### config.mk
export PLATFORM = sky130hd
export DESIGN_NAME = serial_drv_loader
export DESIGN_NICKNAME = d
export VERILOG_FILES = /design/src/rtl/ldr_pkg.sv /design/src/rtl/ldr_timer.sv /design/src/rtl/ldr_shifter.sv /design/src/rtl/ldr_fsm.sv /design/src/rtl/ldr_pins.sv /design/src/rtl/serial_drv_loader.sv
export SDC_FILE = /design/constraint.sdc
export NUM_CORES = 1
export LEC_CHECK = 0
export BUFFER_PORTS_ARGS = -buffer_cell sky130_fd_sc_hd__buf_2
export CORE_ASPECT_RATIO = 0.8
export CORE_MARGIN = 2
export CORE_UTILIZATION = 55
export CTS_CLUSTER_DIAMETER = 120
export CTS_CLUSTER_SIZE = 25
export DETAILED_ROUTE_END_ITERATION = 10
export GPL_TIMING_DRIVEN = 0
export PLACE_DENSITY = 0.78
export SLEW_MARGIN = 5
export SYNTH_ARGS = -nofsm -noshare
export SYNTH_HDL_FRONTEND = slang
export SYNTH_SLANG_ARGS = --single-unit
### constraint.sdc
create_clock -name clk -period 2.1 [get_ports clk]
set_input_delay 0.105 -clock clk [delete_from_list [all_inputs] [get_ports clk]]
set_output_delay 0.105 -clock clk [all_outputs]
set_load 0.02 [all_outputs]
### src/rtl/ldr_pkg.sv
package ldr_pkg;

   typedef enum logic [2:0] {
      ST_IDLE  = 3'd0,
      ST_SETUP = 3'd1,
      ST_CLKH  = 3'd2,
      ST_HOLD  = 3'd3,
      ST_NEXT  = 3'd4,
      ST_GAP   = 3'd5,
      ST_STB   = 3'd6,
      ST_DONE  = 3'd7
   } ldr_state_t;

   function automatic int unsigned ns_to_cyc(input int unsigned ns, input int unsigned per);
      return (ns + per - 1) / per;
   endfunction

   function automatic int unsigned max2(input int unsigned a, input int unsigned b);
      return (a > b) ? a : b;
   endfunction

endpackage

### src/rtl/ldr_timer.sv
module ldr_timer #(
   parameter int unsigned TW = 3
) (
   input  logic          clk,
   input  logic          rst_n,
   input  logic          ld,
   input  logic [TW-1:0] ld_val,
   output logic          tz
);
   logic [TW-1:0] cnt;

   always_ff @(posedge clk or negedge rst_n) begin
      if (!rst_n)           cnt <= '0;
      else if (ld)          cnt <= ld_val;
      else if (cnt != '0)   cnt <= cnt - 1'b1;
   end

   assign tz = (cnt == '0);
endmodule

### src/rtl/ldr_shifter.sv
module ldr_shifter #(
   parameter int unsigned WORD_W = 20
) (
   input  logic              clk,
   input  logic              rst_n,
   input  logic              load,
   input  logic              shift,
   input  logic [WORD_W-1:0] word,
   output logic              msb
);
   logic [WORD_W-1:0] sreg;

   generate
      if (WORD_W == 1) begin : g_single
         always_ff @(posedge clk or negedge rst_n) begin
            if (!rst_n)     sreg <= '0;
            else if (load)  sreg <= word;
         end
         logic unused_shift;
         assign unused_shift = shift;
      end else begin : g_multi
         always_ff @(posedge clk or negedge rst_n) begin
            if (!rst_n)      sreg <= '0;
            else if (load)   sreg <= word;
            else if (shift)  sreg <= {sreg[WORD_W-2:0], 1'b0};
         end
      end
   endgenerate

   assign msb = sreg[WORD_W-1];
endmodule

### src/rtl/ldr_fsm.sv
module ldr_fsm
   import ldr_pkg::*;
#(
   parameter int unsigned WORD_W = 20,
   parameter int unsigned TW     = 3,
   parameter int unsigned C_SU   = 2,
   parameter int unsigned C_HI   = 3,
   parameter int unsigned C_HO   = 2,
   parameter int unsigned C_GAP  = 5,
   parameter int unsigned C_ST   = 3
) (
   input  logic          clk,
   input  logic          rst_n,
   input  logic          start,
   input  logic          blank_req,
   input  logic          tz,
   output logic          ld,
   output logic [TW-1:0] ld_val,
   output logic          sh_load,
   output logic          sh_en,
   output logic          blank_arm,
   output ldr_state_t    state_n
);
   localparam int unsigned BW = (WORD_W > 1) ? $clog2(WORD_W) : 1;
   localparam logic [TW-1:0] V_SU  = TW'(C_SU - 1);
   localparam logic [TW-1:0] V_HI  = TW'(C_HI - 1);
   localparam logic [TW-1:0] V_HO  = TW'(C_HO - 1);
   localparam logic [TW-1:0] V_GAP = TW'(C_GAP - 1);
   localparam logic [TW-1:0] V_ST  = TW'(C_ST - 1);
   localparam logic [BW-1:0] LAST  = BW'(WORD_W - 1);

   ldr_state_t    state;
   logic [BW-1:0] bits_left;

   always_comb begin
      state_n = state;
      ld      = 1'b0;
      ld_val  = '0;
      sh_load = 1'b0;
      sh_en   = 1'b0;
      unique case (state)
         ST_IDLE:  if (start) begin
                      state_n = ST_SETUP; ld = 1'b1; ld_val = V_SU; sh_load = 1'b1;
                   end
         ST_SETUP: if (tz) begin state_n = ST_CLKH; ld = 1'b1; ld_val = V_HI; end
         ST_CLKH:  if (tz) begin state_n = ST_HOLD; ld = 1'b1; ld_val = V_HO; end
         ST_HOLD:  if (tz) begin
                      if (bits_left == '0) begin
                         state_n = ST_GAP; ld = 1'b1; ld_val = V_GAP;
                      end else begin
                         state_n = ST_NEXT;
                      end
                   end
         ST_NEXT:  begin state_n = ST_SETUP; ld = 1'b1; ld_val = V_SU; sh_en = 1'b1; end
         ST_GAP:   if (tz) begin state_n = ST_STB; ld = 1'b1; ld_val = V_ST; end
         ST_STB:   if (tz) state_n = ST_DONE;
         ST_DONE:  state_n = ST_IDLE;
         default:  state_n = ST_IDLE;
      endcase
   end

   always_ff @(posedge clk or negedge rst_n) begin
      if (!rst_n) begin
         state     <= ST_IDLE;
         bits_left <= '0;
         blank_arm <= 1'b0;
      end else begin
         state <= state_n;
         if (sh_load) begin
            bits_left <= LAST;
            blank_arm <= blank_req;
         end else if (sh_en) begin
            bits_left <= bits_left - 1'b1;
         end
      end
   end
endmodule

### src/rtl/ldr_pins.sv
module ldr_pins
   import ldr_pkg::*;
#(
   parameter bit LATCH_BYPASS = 1'b0
) (
   input  logic       clk,
   input  logic       rst_n,
   input  ldr_state_t state_n,
   input  logic       blank_arm,
   output logic       ser_clk,
   output logic       latch_stb,
   output logic       blank_out,
   output logic       busy,
   output logic       done
);
   always_ff @(posedge clk or negedge rst_n) begin
      if (!rst_n) begin
         ser_clk <= 1'b0;
         busy    <= 1'b0;
         done    <= 1'b0;
      end else begin
         ser_clk <= (state_n == ST_CLKH);
         busy    <= (state_n != ST_IDLE);
         done    <= (state_n == ST_DONE);
      end
   end

   generate
      if (LATCH_BYPASS) begin : g_bypass
         logic unused_arm;
         assign unused_arm = blank_arm;
         assign latch_stb  = 1'b1;
         always_ff @(posedge clk or negedge rst_n) begin
            if (!rst_n) blank_out <= 1'b0;
            else        blank_out <= (state_n != ST_IDLE) && (state_n != ST_DONE);
         end
      end else begin : g_latched
         always_ff @(posedge clk or negedge rst_n) begin
            if (!rst_n) begin
               latch_stb <= 1'b0;
               blank_out <= 1'b0;
            end else begin
               latch_stb <= (state_n == ST_STB);
               blank_out <= blank_arm && ((state_n == ST_GAP) || (state_n == ST_STB));
            end
         end
      end
   endgenerate
endmodule

### src/rtl/serial_drv_loader.sv
module serial_drv_loader
   import ldr_pkg::*;
#(
   parameter int unsigned CH_PER_DEV    = 10,
   parameter int unsigned N_DEV         = 2,
   parameter int unsigned CLK_PERIOD_NS = 20,
   parameter int unsigned T_SETUP_NS    = 25,
   parameter int unsigned T_HIGH_NS     = 50,
   parameter int unsigned T_HOLD_NS     = 25,
   parameter int unsigned T_GAP_NS      = 100,
   parameter int unsigned T_STB_NS      = 50,
   parameter bit          LATCH_BYPASS  = 1'b0,
   localparam int unsigned WORD_W       = CH_PER_DEV * N_DEV
) (
   input  logic              clk,
   input  logic              rst_n,
   input  logic              start,
   input  logic [WORD_W-1:0] load_word,
   input  logic              blank_req,
   output logic              ser_clk,
   output logic              ser_data,
   output logic              latch_stb,
   output logic              blank_out,
   output logic              busy,
   output logic              done
);
   localparam int unsigned C_SU  = ns_to_cyc(T_SETUP_NS, CLK_PERIOD_NS);
   localparam int unsigned C_HI  = ns_to_cyc(T_HIGH_NS,  CLK_PERIOD_NS);
   localparam int unsigned C_HO  = ns_to_cyc(T_HOLD_NS,  CLK_PERIOD_NS);
   localparam int unsigned C_GAP = ns_to_cyc(T_GAP_NS,   CLK_PERIOD_NS);
   localparam int unsigned C_ST  = ns_to_cyc(T_STB_NS,   CLK_PERIOD_NS);
   localparam int unsigned C_MAX = max2(max2(max2(C_SU, C_HI), max2(C_HO, C_GAP)), C_ST);
   localparam int unsigned TW    = $clog2(C_MAX + 1);

   // reject parameter sets that would give zero-length phases
   if (CLK_PERIOD_NS < 1) begin : g_bad_period
      $error("CLK_PERIOD_NS must be at least 1");
   end
   if (CH_PER_DEV < 1 || N_DEV < 1) begin : g_bad_size
      $error("CH_PER_DEV and N_DEV must be at least 1");
   end
   if (T_SETUP_NS < 1 || T_HIGH_NS < 1 || T_HOLD_NS < 1 || T_GAP_NS < 1 || T_STB_NS < 1) begin : g_bad_time
      $error("every timing parameter must be at least 1 ns");
   end

   logic          ld, tz, sh_load, sh_en, blank_arm;
   logic [TW-1:0] ld_val;
   ldr_state_t    state_n;

   ldr_timer #(.TW(TW)) u_timer (
      .clk(clk), .rst_n(rst_n), .ld(ld), .ld_val(ld_val), .tz(tz)
   );

   ldr_fsm #(
      .WORD_W(WORD_W), .TW(TW), .C_SU(C_SU), .C_HI(C_HI),
      .C_HO(C_HO), .C_GAP(C_GAP), .C_ST(C_ST)
   ) u_fsm (
      .clk(clk), .rst_n(rst_n), .start(start), .blank_req(blank_req), .tz(tz),
      .ld(ld), .ld_val(ld_val), .sh_load(sh_load), .sh_en(sh_en),
      .blank_arm(blank_arm), .state_n(state_n)
   );

   ldr_shifter #(.WORD_W(WORD_W)) u_shift (
      .clk(clk), .rst_n(rst_n), .load(sh_load), .shift(sh_en),
      .word(load_word), .msb(ser_data)
   );

   ldr_pins #(.LATCH_BYPASS(LATCH_BYPASS)) u_pins (
      .clk(clk), .rst_n(rst_n), .state_n(state_n), .blank_arm(blank_arm),
      .ser_clk(ser_clk), .latch_stb(latch_stb), .blank_out(blank_out),
      .busy(busy), .done(done)
   );
endmodule

==> results.cfg <==
[setup_path]
crit_path_max_incr_delay_ns = 0.35
critical_path.top_delay_family = compound AO/OA/AOI/OAI gates
regToRegSetupSlack_ns = 0.26
worstPathArrival_ns = 2.00
start_kind = flop
crit_required_ns = 2.27
path_cells = inv_1 > ha_1 > nand2b_1 > clkbuf_1 > o21ai_0 > a31oi_1 > mux2_2
r2r_end = u_timer.cnt[0]
cp.depth = 7
reg2reg_from = u_timer.cnt[0]
critPathBufInv = 2
reg2reg_depth = 7
startpoint = u_timer.cnt[0]
crit_path_end_kind = flop
critical_path_class = flop to flop
critPathMaxFanout = 8
cpMaxStageDelayCell = dfrtp_1

[clock_network]
h-tree-depth = 2
ctsHoldBuffers = 1
clk_latency_ns = 0.29
ctsResizeCount = 0
cts-root-buf = clkbuf_8
cts_max_path_buffers = 2
cts_tree = done
post_cts_buffers = 0
cts_sinks = 37
cts_made_buffers = 5
cts.clk_slew.worst_paths_ns = 0.07

[floorplan]
dieWidth_microns = 67.5
die-area_sq_um = 3690
start_util_pct = 57.4
die_h_microns = 54.8
ios = 30
design.core.area_sq_um = 3090
rows = 18

[drt]
avgRoutedWirePerCell_microns = 13.6
remaining_drc_errors = 0
via_count = 1447
drt_iter0_drc = 127
first_pass_iters = 5
wl_mm = 3.53
ant_nets = 0
vias_per_cell = 5.59

[synthesis]
synth_top_flop_cell = dfrtp_1
yosysMostFrequentCell = nand2_1
synth-seq-cells = 37
synth_top_area_share_pct = 52.3
synth_area_sq_um = 1770
synth_cells = 181
synth_nets = 209
ys_async_sr_fraction_pct = 100
synth_edf_count = 0
yosys.area.top_type = dfrtp_1
ys_types = 36
yosys-top-cells-count = nand2_1, dfrtp_1, a22oi_1
yosys_warnings = 0
syn_avg_cell_area_sq_um = 9.79
synth-seq-area-share_pct = 52.3
yosys-top-cells-area = dfrtp_1, nand2_1, a22oi_1

[timing]
worst_pin_slew_ns = 0.786
skew_ns = 0.00965
finalHoldViolations = 0
setup_viol = 0
fin_crit_sh_pct = 87.4
relSlewSlack_pct = 47.6
rsz0062_at_grt = false
max_freq_ghz = 0.545
drv_slew = 0
period_needed_ns = 1.84
hold_slack_ns = 0.0259
fin_setup_tns_ns = 0

[layout]
diodes = 0
finalNetCount = 246
drive_gt1_share_pct = 23.3
multiInputGateArea_sq_um = 764
fillers = 228
regArea_sq_um = 926
area_growth_pct = 18.1
final_cell_count_no_fill = 259

[pwr]
pwr_density_cell_nw_per_um2 = 1440
leakage_nw = 1.05
peakVddDrop_mv = 0.773

[run]
max_cap_viol_count = 0

[placed_design]
gp_congestion = 0.813
post-place-cells = 250
dpl.hpwl_mm = 2.56
io_buffers = 29

[global_routing]
gr-total-overflow = 0
grt_max_degree = 38
grt_pass1_wl_mm = 5.71
grt_pass1_vias = 1263
grt.total_usage_pct = 21.5
antenna_found_initial = 0

[worst_hold_path]
min_from = load_word[18]
hold_depth = 3
min_to = u_shift.sreg[18]
hold_path_class = primary input to flop

[outcome]
status = finished, final reports clean
-- how the worst max path moves through the flow --
stage / to
finish: u_timer.cnt[0]
global route: u_shift.sreg[14]
CTS: u_timer.cnt[0]
detailed placement: u_timer.cnt[0]
global placement: u_timer.cnt[0]
floorplan: u_timer.cnt[0]
-- cell type report --
class                      instances  area share (%)
clock buffer                       7            4.12
timing repair buffer              30            7.41
multi-input combinational        125            36.5
sequential                        37            44.2
inverter                           7            1.26
clock inverter                     1            1.43
tap                               40            2.39
buffer                            12            2.63
-- state kept, by name (all words and copies together), names as in the netlist --
register and cells:
u_shift.sreg 20, u_fsm.bits_left 5, u_fsm.state 3, u_timer.cnt 3, u_fsm.blank_arm 1, u_pins.blank_out 1, u_pins.busy 1, u_pins.done 1
u_pins.latch_stb 1, u_pins.ser_clk 1
-- per-stage QoR --
step	total power [mW]	utilization [%]	area (sq um)	worst slack, ns
6_report	3.02	67.8	2090	0.264
5_1_grt	3.24	67.8	2090	0.156
4_1_cts	3.02	67.8	2090	0.288
3_5_place_dp	2.39	63.7	1970	0.301
3_3_place_gp	2.31	63.7	1970	0.365
2_1_floorplan	2.08	-	1770	0.463
-- metal layers --
layer	part of all wire [%]	track usage [%]
met1	49	30.6
met2	46	30.9
met3	4.0	5.35
met4	1.1	10.5
met5	0	0
-- power breakdown --
group | switching [mW] | internal (mW) | leakage (nW)
Combinational | 0.715 | 0.489 | 0.534
Clock | 0.243 | 0.387 | 0.0585
Sequential | 0.177 | 1.01 | 0.456
Total | 1.13 | 1.88 | 1.05
-- kinds of logic (layout without fill, tap and decap cells) --
logic type	after synthesis	count (layout)	synth area share, %
buf+inv	19	57	4.59
mux	5	5	2.97
fa+ha+maj	4	4	2.82
simple gates	73	73	21.0
flops	37	37	52.3
compound gates	43	43	16.4
-- cells in the final DEF (no fill, tap or decap), types with 3 or more instances in the layout --
| cell type | instances |
|---|---|
| a22oi_1 | 19 |
| buf_2 | 34 |
| clkbuf_1 | 7 |
| clkbuf_8 | 6 |
| dfrtp_1 | 37 |
| ha_1 | 4 |
| inv_1 | 7 |
| mux2i_1 | 3 |
| nand2_1 | 43 |
| nand3b_1 | 4 |
| nor2_1 | 6 |
| nor3_1 | 5 |
| o21ai_0 | 8 |
| o21ai_1 | 5 |
-- tightest hold or removal path: cells and delay by family --
family	cells	cell delay [ns]
buffers and inverters	1	0.08
AND/OR/NAND/NOR	1	0.03
AO/OA/AOI/OAI	1	0.06
(Power assumes the default switching activity.)
